File: src/rtl/stby_pkg.sv
package stby_pkg;

    localparam int RTC_SRC_N = 5;

    typedef enum int {
        RTC_ALARM_A  = 0,
        RTC_ALARM_B  = 1,
        RTC_PERIODIC = 2,
        RTC_TAMPER   = 3,
        RTC_TSTAMP   = 4
    } rtc_src_e;

    typedef struct packed {
        logic standby;
        logic rst_req;
        logic wk_flag;
        logic sb_flag;
    } stby_state_t;

endpackage

File: src/rtl/stby_entry_gate.sv
module stby_entry_gate #(
    parameter int N_RTC = 5
) (
    input  logic             wfi_i,
    input  logic             wfe_i,
    input  logic             isr_ret_i,
    input  logic             deep_sleep_i,
    input  logic             pd_sel_i,
    input  logic             sleep_exit_i,
    input  logic             clr_flags_i,
    input  logic             irq_pend_i,
    input  logic             evt_pend_i,
    input  logic [N_RTC-1:0] rtc_flag_i,
    input  logic [N_RTC-1:0] rtc_sel_i,
    input  logic             wk_flag_i,
    output logic             enter_o
);
    logic rtc_quiet;
    logic base_ok;
    logic wfi_ok;
    logic wfe_ok;
    logic isr_ok;

    always_comb begin
        rtc_quiet = ((rtc_flag_i & rtc_sel_i) == '0);
        base_ok   = deep_sleep_i && pd_sel_i && rtc_quiet;
        wfi_ok    = wfi_i && base_ok && !clr_flags_i && !irq_pend_i;
        wfe_ok    = wfe_i && base_ok && !clr_flags_i && !evt_pend_i;
        isr_ok    = isr_ret_i && base_ok && sleep_exit_i && !wk_flag_i && !irq_pend_i;
        enter_o   = wfi_ok || wfe_ok || isr_ok;
    end

endmodule

File: src/rtl/stby_edge_det.sv
module stby_edge_det #(
    parameter int N_PIN = 3
) (
    input  logic             clk,
    input  logic             rst_n,
    input  logic             arm_i,
    input  logic [N_PIN-1:0] pin_i,
    input  logic [N_PIN-1:0] en_i,
    output logic [N_PIN-1:0] rise_o
);
    for (genvar k = 0; k < N_PIN; k++) begin : g_pin
        logic prev_d;
        logic prev_q;

        always_comb begin
            prev_d    = pin_i[k];
            rise_o[k] = arm_i && en_i[k] && pin_i[k] && !prev_q;
        end

        always_ff @(posedge clk or negedge rst_n) begin
            if (!rst_n) prev_q <= 1'b0;
            else        prev_q <= prev_d;
        end

        a_r4_rise_needs_low_sample: assert property (@(posedge clk) disable iff (!rst_n)
            rise_o[k] |-> !$past(pin_i[k]));
    end

endmodule

File: src/rtl/stby_pad_mask.sv
module stby_pad_mask #(
    parameter int N_PAD   = 16,
    parameter int N_PIN   = 3,
    parameter int RST_IDX = 0,
    parameter int RTC_IDX = 1,
    parameter int WK_BASE = 2
) (
    input  logic             standby_i,
    input  logic             rtc_af_on_i,
    input  logic [N_PIN-1:0] wk_en_i,
    output logic [N_PAD-1:0] hiz_o
);
    logic [N_PAD-1:0] keep;

    for (genvar p = 0; p < N_PAD; p++) begin : g_pad
        if (p == RST_IDX) begin : g_rst
            assign keep[p] = 1'b1;
        end else if (p == RTC_IDX) begin : g_rtc
            assign keep[p] = rtc_af_on_i;
        end else if (p >= WK_BASE && p < WK_BASE + N_PIN) begin : g_wk
            assign keep[p] = wk_en_i[p - WK_BASE];
        end else begin : g_gen
            assign keep[p] = 1'b0;
        end
    end

    always_comb hiz_o = standby_i ? ~keep : '0;

endmodule

File: src/rtl/stby_seq.sv
module stby_seq
    import stby_pkg::*;
#(
    parameter int N_PIN   = 3,
    parameter int N_PAD   = 16,
    parameter int RST_PAD = 0,
    parameter int RTC_PAD = 1,
    parameter int WK_PAD0 = 2
) (
    input  logic                 clk,
    input  logic                 rst_n,
    input  logic                 wfi_i,
    input  logic                 wfe_i,
    input  logic                 isr_ret_i,
    input  logic                 deep_sleep_i,
    input  logic                 pd_sel_i,
    input  logic                 sleep_exit_i,
    input  logic                 clr_flags_i,
    input  logic                 irq_pend_i,
    input  logic                 evt_pend_i,
    input  logic [RTC_SRC_N-1:0] rtc_flag_i,
    input  logic [RTC_SRC_N-1:0] rtc_sel_i,
    input  logic [N_PIN-1:0]     wk_pin_i,
    input  logic [N_PIN-1:0]     wk_en_i,
    input  logic                 rtc_af_on_i,
    input  logic                 ext_rst_i,
    input  logic                 wdg_rst_i,
    output logic                 stby_o,
    output logic                 sys_rst_o,
    output logic                 wk_flag_o,
    output logic                 sb_flag_o,
    output logic [N_PAD-1:0]     pad_hiz_o
);
    stby_state_t st_d;
    stby_state_t st_q;
    logic             enter;
    logic [N_PIN-1:0] pin_rise;
    logic             pin_hit;
    logic             rtc_hit;
    logic             rst_hit;

    stby_entry_gate #(.N_RTC(RTC_SRC_N)) u_gate (
        .wfi_i        (wfi_i),
        .wfe_i        (wfe_i),
        .isr_ret_i    (isr_ret_i),
        .deep_sleep_i (deep_sleep_i),
        .pd_sel_i     (pd_sel_i),
        .sleep_exit_i (sleep_exit_i),
        .clr_flags_i  (clr_flags_i),
        .irq_pend_i   (irq_pend_i),
        .evt_pend_i   (evt_pend_i),
        .rtc_flag_i   (rtc_flag_i),
        .rtc_sel_i    (rtc_sel_i),
        .wk_flag_i    (st_q.wk_flag),
        .enter_o      (enter)
    );

    stby_edge_det #(.N_PIN(N_PIN)) u_edge (
        .clk    (clk),
        .rst_n  (rst_n),
        .arm_i  (st_q.standby),
        .pin_i  (wk_pin_i),
        .en_i   (wk_en_i),
        .rise_o (pin_rise)
    );

    stby_pad_mask #(
        .N_PAD   (N_PAD),
        .N_PIN   (N_PIN),
        .RST_IDX (RST_PAD),
        .RTC_IDX (RTC_PAD),
        .WK_BASE (WK_PAD0)
    ) u_pad (
        .standby_i   (st_q.standby),
        .rtc_af_on_i (rtc_af_on_i),
        .wk_en_i     (wk_en_i),
        .hiz_o       (pad_hiz_o)
    );

    always_comb begin
        pin_hit = |pin_rise;
        rtc_hit = |(rtc_flag_i & rtc_sel_i);
        rst_hit = ext_rst_i || wdg_rst_i;

        st_d         = st_q;
        st_d.rst_req = 1'b0;
        if (!st_q.standby) begin
            if (clr_flags_i) begin
                st_d.wk_flag = 1'b0;
                st_d.sb_flag = 1'b0;
            end
            if (enter) st_d.standby = 1'b1;
        end else if (pin_hit || rtc_hit || rst_hit) begin
            st_d.standby = 1'b0;
            st_d.rst_req = 1'b1;
            if (pin_hit || rtc_hit) st_d.wk_flag = 1'b1;
            if (rst_hit)            st_d.sb_flag = 1'b1;
        end
    end

    always_ff @(posedge clk or negedge rst_n) begin
        if (!rst_n) st_q <= '0;
        else        st_q <= st_d;
    end

    assign stby_o    = st_q.standby;
    assign sys_rst_o = st_q.rst_req;
    assign wk_flag_o = st_q.wk_flag;
    assign sb_flag_o = st_q.sb_flag;

    a_r1_entry_has_strobe: assert property (@(posedge clk) disable iff (!rst_n)
        $rose(stby_o) |-> $past(wfi_i || wfe_i || isr_ret_i));

    a_r1_irq_blocks_wfi: assert property (@(posedge clk) disable iff (!rst_n)
        (!stby_o && wfi_i && !wfe_i && !isr_ret_i && irq_pend_i) |=> !stby_o);

    a_r6_reset_follows_exit: assert property (@(posedge clk) disable iff (!rst_n)
        sys_rst_o |-> ($past(stby_o) && !stby_o));

    a_r6_reset_one_cycle: assert property (@(posedge clk) disable iff (!rst_n)
        sys_rst_o |=> !sys_rst_o);

    a_r7_wake_flag_on_exit: assert property (@(posedge clk) disable iff (!rst_n)
        $rose(wk_flag_o) |-> $fell(stby_o));

    a_r8_sb_flag_cause: assert property (@(posedge clk) disable iff (!rst_n)
        $rose(sb_flag_o) |-> $past(ext_rst_i || wdg_rst_i));

    a_r9_reset_pad_driven: assert property (@(posedge clk) disable iff (!rst_n)
        !pad_hiz_o[RST_PAD]);

    a_r9_idle_all_driven: assert property (@(posedge clk) disable iff (!rst_n)
        !stby_o |-> (pad_hiz_o == '0));

endmodule

File: config.mk
export PLATFORM = sky130hd
export DESIGN_NAME = stby_seq
export DESIGN_NICKNAME = d
export VERILOG_FILES = /design/src/rtl/stby_pkg.sv /design/src/rtl/stby_entry_gate.sv /design/src/rtl/stby_edge_det.sv /design/src/rtl/stby_pad_mask.sv /design/src/rtl/stby_seq.sv
export SDC_FILE = /design/constraint.sdc
export NUM_CORES = 1
export LEC_CHECK = 0
export ABC_CLOCK_PERIOD_IN_PS = 3600
export BUFFER_PORTS_ARGS = -buffer_cell sky130_fd_sc_hd__buf_2
export CORE_AREA = 3 3 41 43
export DETAILED_ROUTE_END_ITERATION = 12
export DIE_AREA = 0 0 44 46
export PLACE_DENSITY = 0.77
export SETUP_SLACK_MARGIN = 0.05
export SYNTH_ARGS = -nofsm -noshare
export SYNTH_HDL_FRONTEND = slang
export SYNTH_SLANG_ARGS = --single-unit
File: constraint.sdc
create_clock -name clk -period 3.6 [get_ports clk]
set_clock_uncertainty 0.05 [all_clocks]
set_input_delay 0.18 -clock clk [delete_from_list [all_inputs] [get_ports clk]]
set_output_delay 0.18 -clock clk [all_outputs]
set_load 0.005 [all_outputs]
# Word level (Yosys, flattened, before mapping)
# Index checks and enable logic that the tools add are counted.
[word_totals]
register_bits = 7
input_bits = 30
out_inout_bits = 20
elab_cells = 60
[classes]
eq_ne = 3
mux = 9
n_bitwise = 2
reduce_logical = 39
[ops]
columns = ["op", "n"]
rows = [
  ["logical AND 1 bit", 21],
  ["2-to-1 mux 16 bit", 1],
  ["NOT 5 -> 16 bit", 1],
  ["zero test 1 bit", 7],
  ["!= test 2 x 1 -> 1 bit, second input constant", 3],
  ["AND reduction 3 bit", 2],
  ["bitwise AND 5 bit", 1],
  ["zero test 5 bit", 1],
  ["logical OR 1 bit", 5],
  ["2-to-1 mux 1 bit", 5],
  ["OR reduction 5 bit", 1],
  ["2-to-1 mux 2 bit", 2],
  ["2-to-1 mux 4 bit", 1],
  ["OR reduction 3 bit", 1],
  ["nonzero test 2 bit", 1],
]

# Longest topological paths before layout
[logic_depth]
word_depth = 10
mapped_depth = 4

# Hierarchy
# A second synthesis with hierarchy kept.
[hier_totals]
cells_unflattened = 49
area_unflattened_um2 = 486.7
[modules_own_cells]
columns = ["module", "n_inst", "cells_per_inst", "area_each_um2"]
rows = [
  ["stby_seq", 1, 17, 190.2],
  ["stby_pad_mask", 1, 17, 128.9],
  ["stby_edge_det", 1, 6, 105.1],
  ["stby_entry_gate", 1, 9, 62.6],
]

# Least setup slack after synthesis
# OpenSTA, ideal clock, no wires.
[synth_timing]
kind = "register to register"
start = "register u_edge.g_pin[0].prev_q"
end = "register st_q (netlist bit stby_o)"
setup_time_ns = 0.068
arrival_time_ns = 1.027
t_required_ns = 3.482
path_slack_ns = 2.455
stages_incl_launch_ff = 5
path_cell_list = "dfrtp_1 > and3b_1 > or3_1 > nor3_2 > a32o_1"
[synth_rtl]
columns = ["item", "line", "text"]
rows = [
  ["start, declared", "stby_edge_det.sv:13", "logic prev_q;"],
  ["start signal, assigned", "stby_edge_det.sv:22", "else prev_q <= prev_d;"],
  ["end signal, assigned", "stby_seq.sv:103", "else st_q <= st_d;"],
  ["end, declared", "stby_seq.sv:35", "stby_state_t st_q;"],
]

==> results.json <==
{
  "status": "complete, no violations",
  "cts.sinks": 7,
  "cp_cell_sequence": "dlygate4sd3_1 -> buf_2 -> and3b_1 -> or3_1 -> nor3_2 -> a32o_1",
  "cp.arrival_ns": 1.66,
  "setup-tns-final_ns": 0,
  "final_cells": 110,
  "cp_slowest_cell": "dlygate4sd3_1",
  "clockBufferDepth": 2,
  "synth_fa_ha_area_frac": 0,
  "synth_warnings": 0,
  "cts_tree": "yes",
  "routed_wl_um": 1210,
  "root_buffer": "clkbuf_4",
  "drt-initial-drc-count": 6,
  "drtPass1Iterations": 4,
  "multi_input_area_um2": 181,
  "finalCritPeriodShare": 0.424,
  "synth_cells": 51,
  "die_h_um": 46,
  "cp-start-kind": "input pin",
  "cp.required_ns": 3.73,
  "netlist_area_um2": 462,
  "grt_usage": 0.119,
  "clock_latency_ns": 0.24,
  "antenna_cells": 0,
  "hold_class": "input pin to flip-flop",
  "ys_types": 19,
  "synth_xor_area_frac": 0,
  "rsz0062_at_grt": "false",
  "muxShareOfSynthArea": 0,
  "p_per_area_mw_per_mm2": 275,
  "synth_top_family_by_area": "buffers and inverters",
  "ios": 50,
  "numCtsBuffers": 3,
  "core.rowCount": 13,
  "place.port_buffers": 48,
  "final_hold_viol_count": 0,
  "syn_avg_cell_area_um2": 9.05,
  "coreArea_mm2": 0.00133,
  "endpoint_kind": "flip-flop",
  "clkTransAtPathRegs_ns": 0.05,
  "gp_congestion": 0.753,
  "grt.overflow.total": 0,
  "layout_common_cells": "buf_2, dfrtp_1, nor2b_1",
  "fillCellCount": 142,
  "max_freq_mhz": 655,
  "via_per_inst": 4.57,
  "antenna_found_initial": 0,
  "placed_cells": 102,
  "setup_viol": 0,
  "crit_type": "input pin to flip-flop",
  "crit_path_max_incr_delay_ns": 0.53,
  "min_path_cells": 3,
  "first_global_vias": 422,
  "cp_max_fo": 2,
  "initial_core_util": 0.346,
  "layout.nets": 126,
  "grt_max_degree": 22,
  "drive_gt1_frac": 0.568,
  "total_power_mw": 0.192,
  "vias": 503,
  "layout_min_cycle_time_ns": 1.53,
  "peakVddDrop_uv": 205,
  "antenna_left": 0,
  "power_leakage_nw": 0.424,
  "regArea_um2": 175,
  "whs_ns": 0.143,
  "drv_slew": 0,
  "die-area_mm2": 0.00202,
  "final_common_cell": "buf_2",
  "cap_violations": 0,
  "synth_simple_gate_area_frac": 0.222,
  "synth_compound_area_frac": 0.163,
  "yosysSeqAreaShare": 0.379,
  "remaining_drc_errors": 0,
  "ys_ff_latch": 7,
  "grt_pass1_wl_um": 1750,
  "htreeDepth": 1,
  "synth_fp_nets": 81,
  "worstRegToRegCells": 4,
  "wl_per_cell_um": 11.0,
  "die_w_um": 44,
  "syn_to_final_growth_pct": 50.9,
  "ctsResizeCount": 0
}
## kinds of logic (layout without fill, tap and decap cells)
family | after synthesis | after routing
buf+inv | 16 | 60
simple gates | 18 | 18
flops | 7 | 7
compound gates | 9 | 9
other cells | 1 | 1
## power by group
group          leakage, nW  switching [mW]  internal [mW]
registers           0.0905         0.00240         0.0814
logic                0.318          0.0156         0.0229
clock network       0.0150          0.0275         0.0422
## routing by layer
metal / routed length, um / global-route usage / up-vias
met5: 0 / 0 / -
met4: 0 / 0.0181 / 0
met3: 133 / 0.0474 / 0
met2: 631 / 0.230 / 26
met1: 447 / 0.121 / 229
li1: - / - / 248
## synthesized netlist by cell type
cell	number	area, um^2
nand4_1	1	6.26
buf_4	12	90.1
nor3_1	2	10.0
o21ai_0	1	5.00
nand2_1	4	15.0
nor3_2	1	10.0
conb_1	1	3.75
nor2b_1	5	31.3
a222oi_1	1	10.0
a22oi_1	2	15.0
and2_2	1	7.51
dfrtp_1	7	175
or3_1	1	6.26
nor2_1	2	7.51
and3b_1	1	8.76
o22ai_4	1	20.0
inv_1	4	15.0
a21oi_1	3	15.0
a32o_1	1	10.0
## area by class of cell
class	instances	share of cell area
clock buffers	4	0.0377
inverters	4	0.0215
multi-input cells	28	0.260
flip-flops and latches	7	0.251
well taps	15	0.0269
repair buffers	52	0.402
## flip-flops by register name, indices dropped and copies added (netlist names)
signal,cells
stby_o,1
sys_rst_o,1
sb_flag_o,1
wk_flag_o,1
u_edge.g_pin.prev_q,3
## worst max-delay path: cells and delay by family
family                 cells  cell delay, ns
AO/OA/AOI/OAI              1            0.15
buffers and inverters      2            0.66
AND/OR/NAND/NOR            3            0.68
## stage by stage
step / setup WS (ns) / instance area, um^2 / util
finish: 2.07 / 697 / 0.523
global route: 2.01 / 697 / 0.523
CTS: 2.08 / 687 / 0.515
detailed placement: 2.35 / 631 / 0.473
global placement: 2.40 / 631 / 0.473
floorplan: 2.46 / 462 / -
## worst paths after layout
kind	slack, ns	startpoint	end
setup / recovery	2.07	wk_pin_i[0]	stby_o$_DFF_PN0_
hold / removal	0.14	ext_rst_i	sb_flag_o$_DFFE_PN0P_
setup reg to reg	2.35	u_edge.g_pin[0].prev_q$_DFF_PN0_	stby_o$_DFF_PN0_
hold reg to reg	0.50	sb_flag_o$_DFFE_PN0P_	sb_flag_o$_DFFE_PN0P_
max in group asynchronous	3.08	rst_n	u_edge.g_pin[1].prev_q$_DFF_PN0_
min in group asynchronous	0.27	rst_n	u_edge.g_pin[2].prev_q$_DFF_PN0_
## repair_timing
item | in CTS | in global routing
setup buffers | 0 | 0
hold endpoints to repair | 9 | 1
setup endpoints to repair | 0 | 0
hold buffers | 3 | 1
Power figures use the tool's default switching activity.
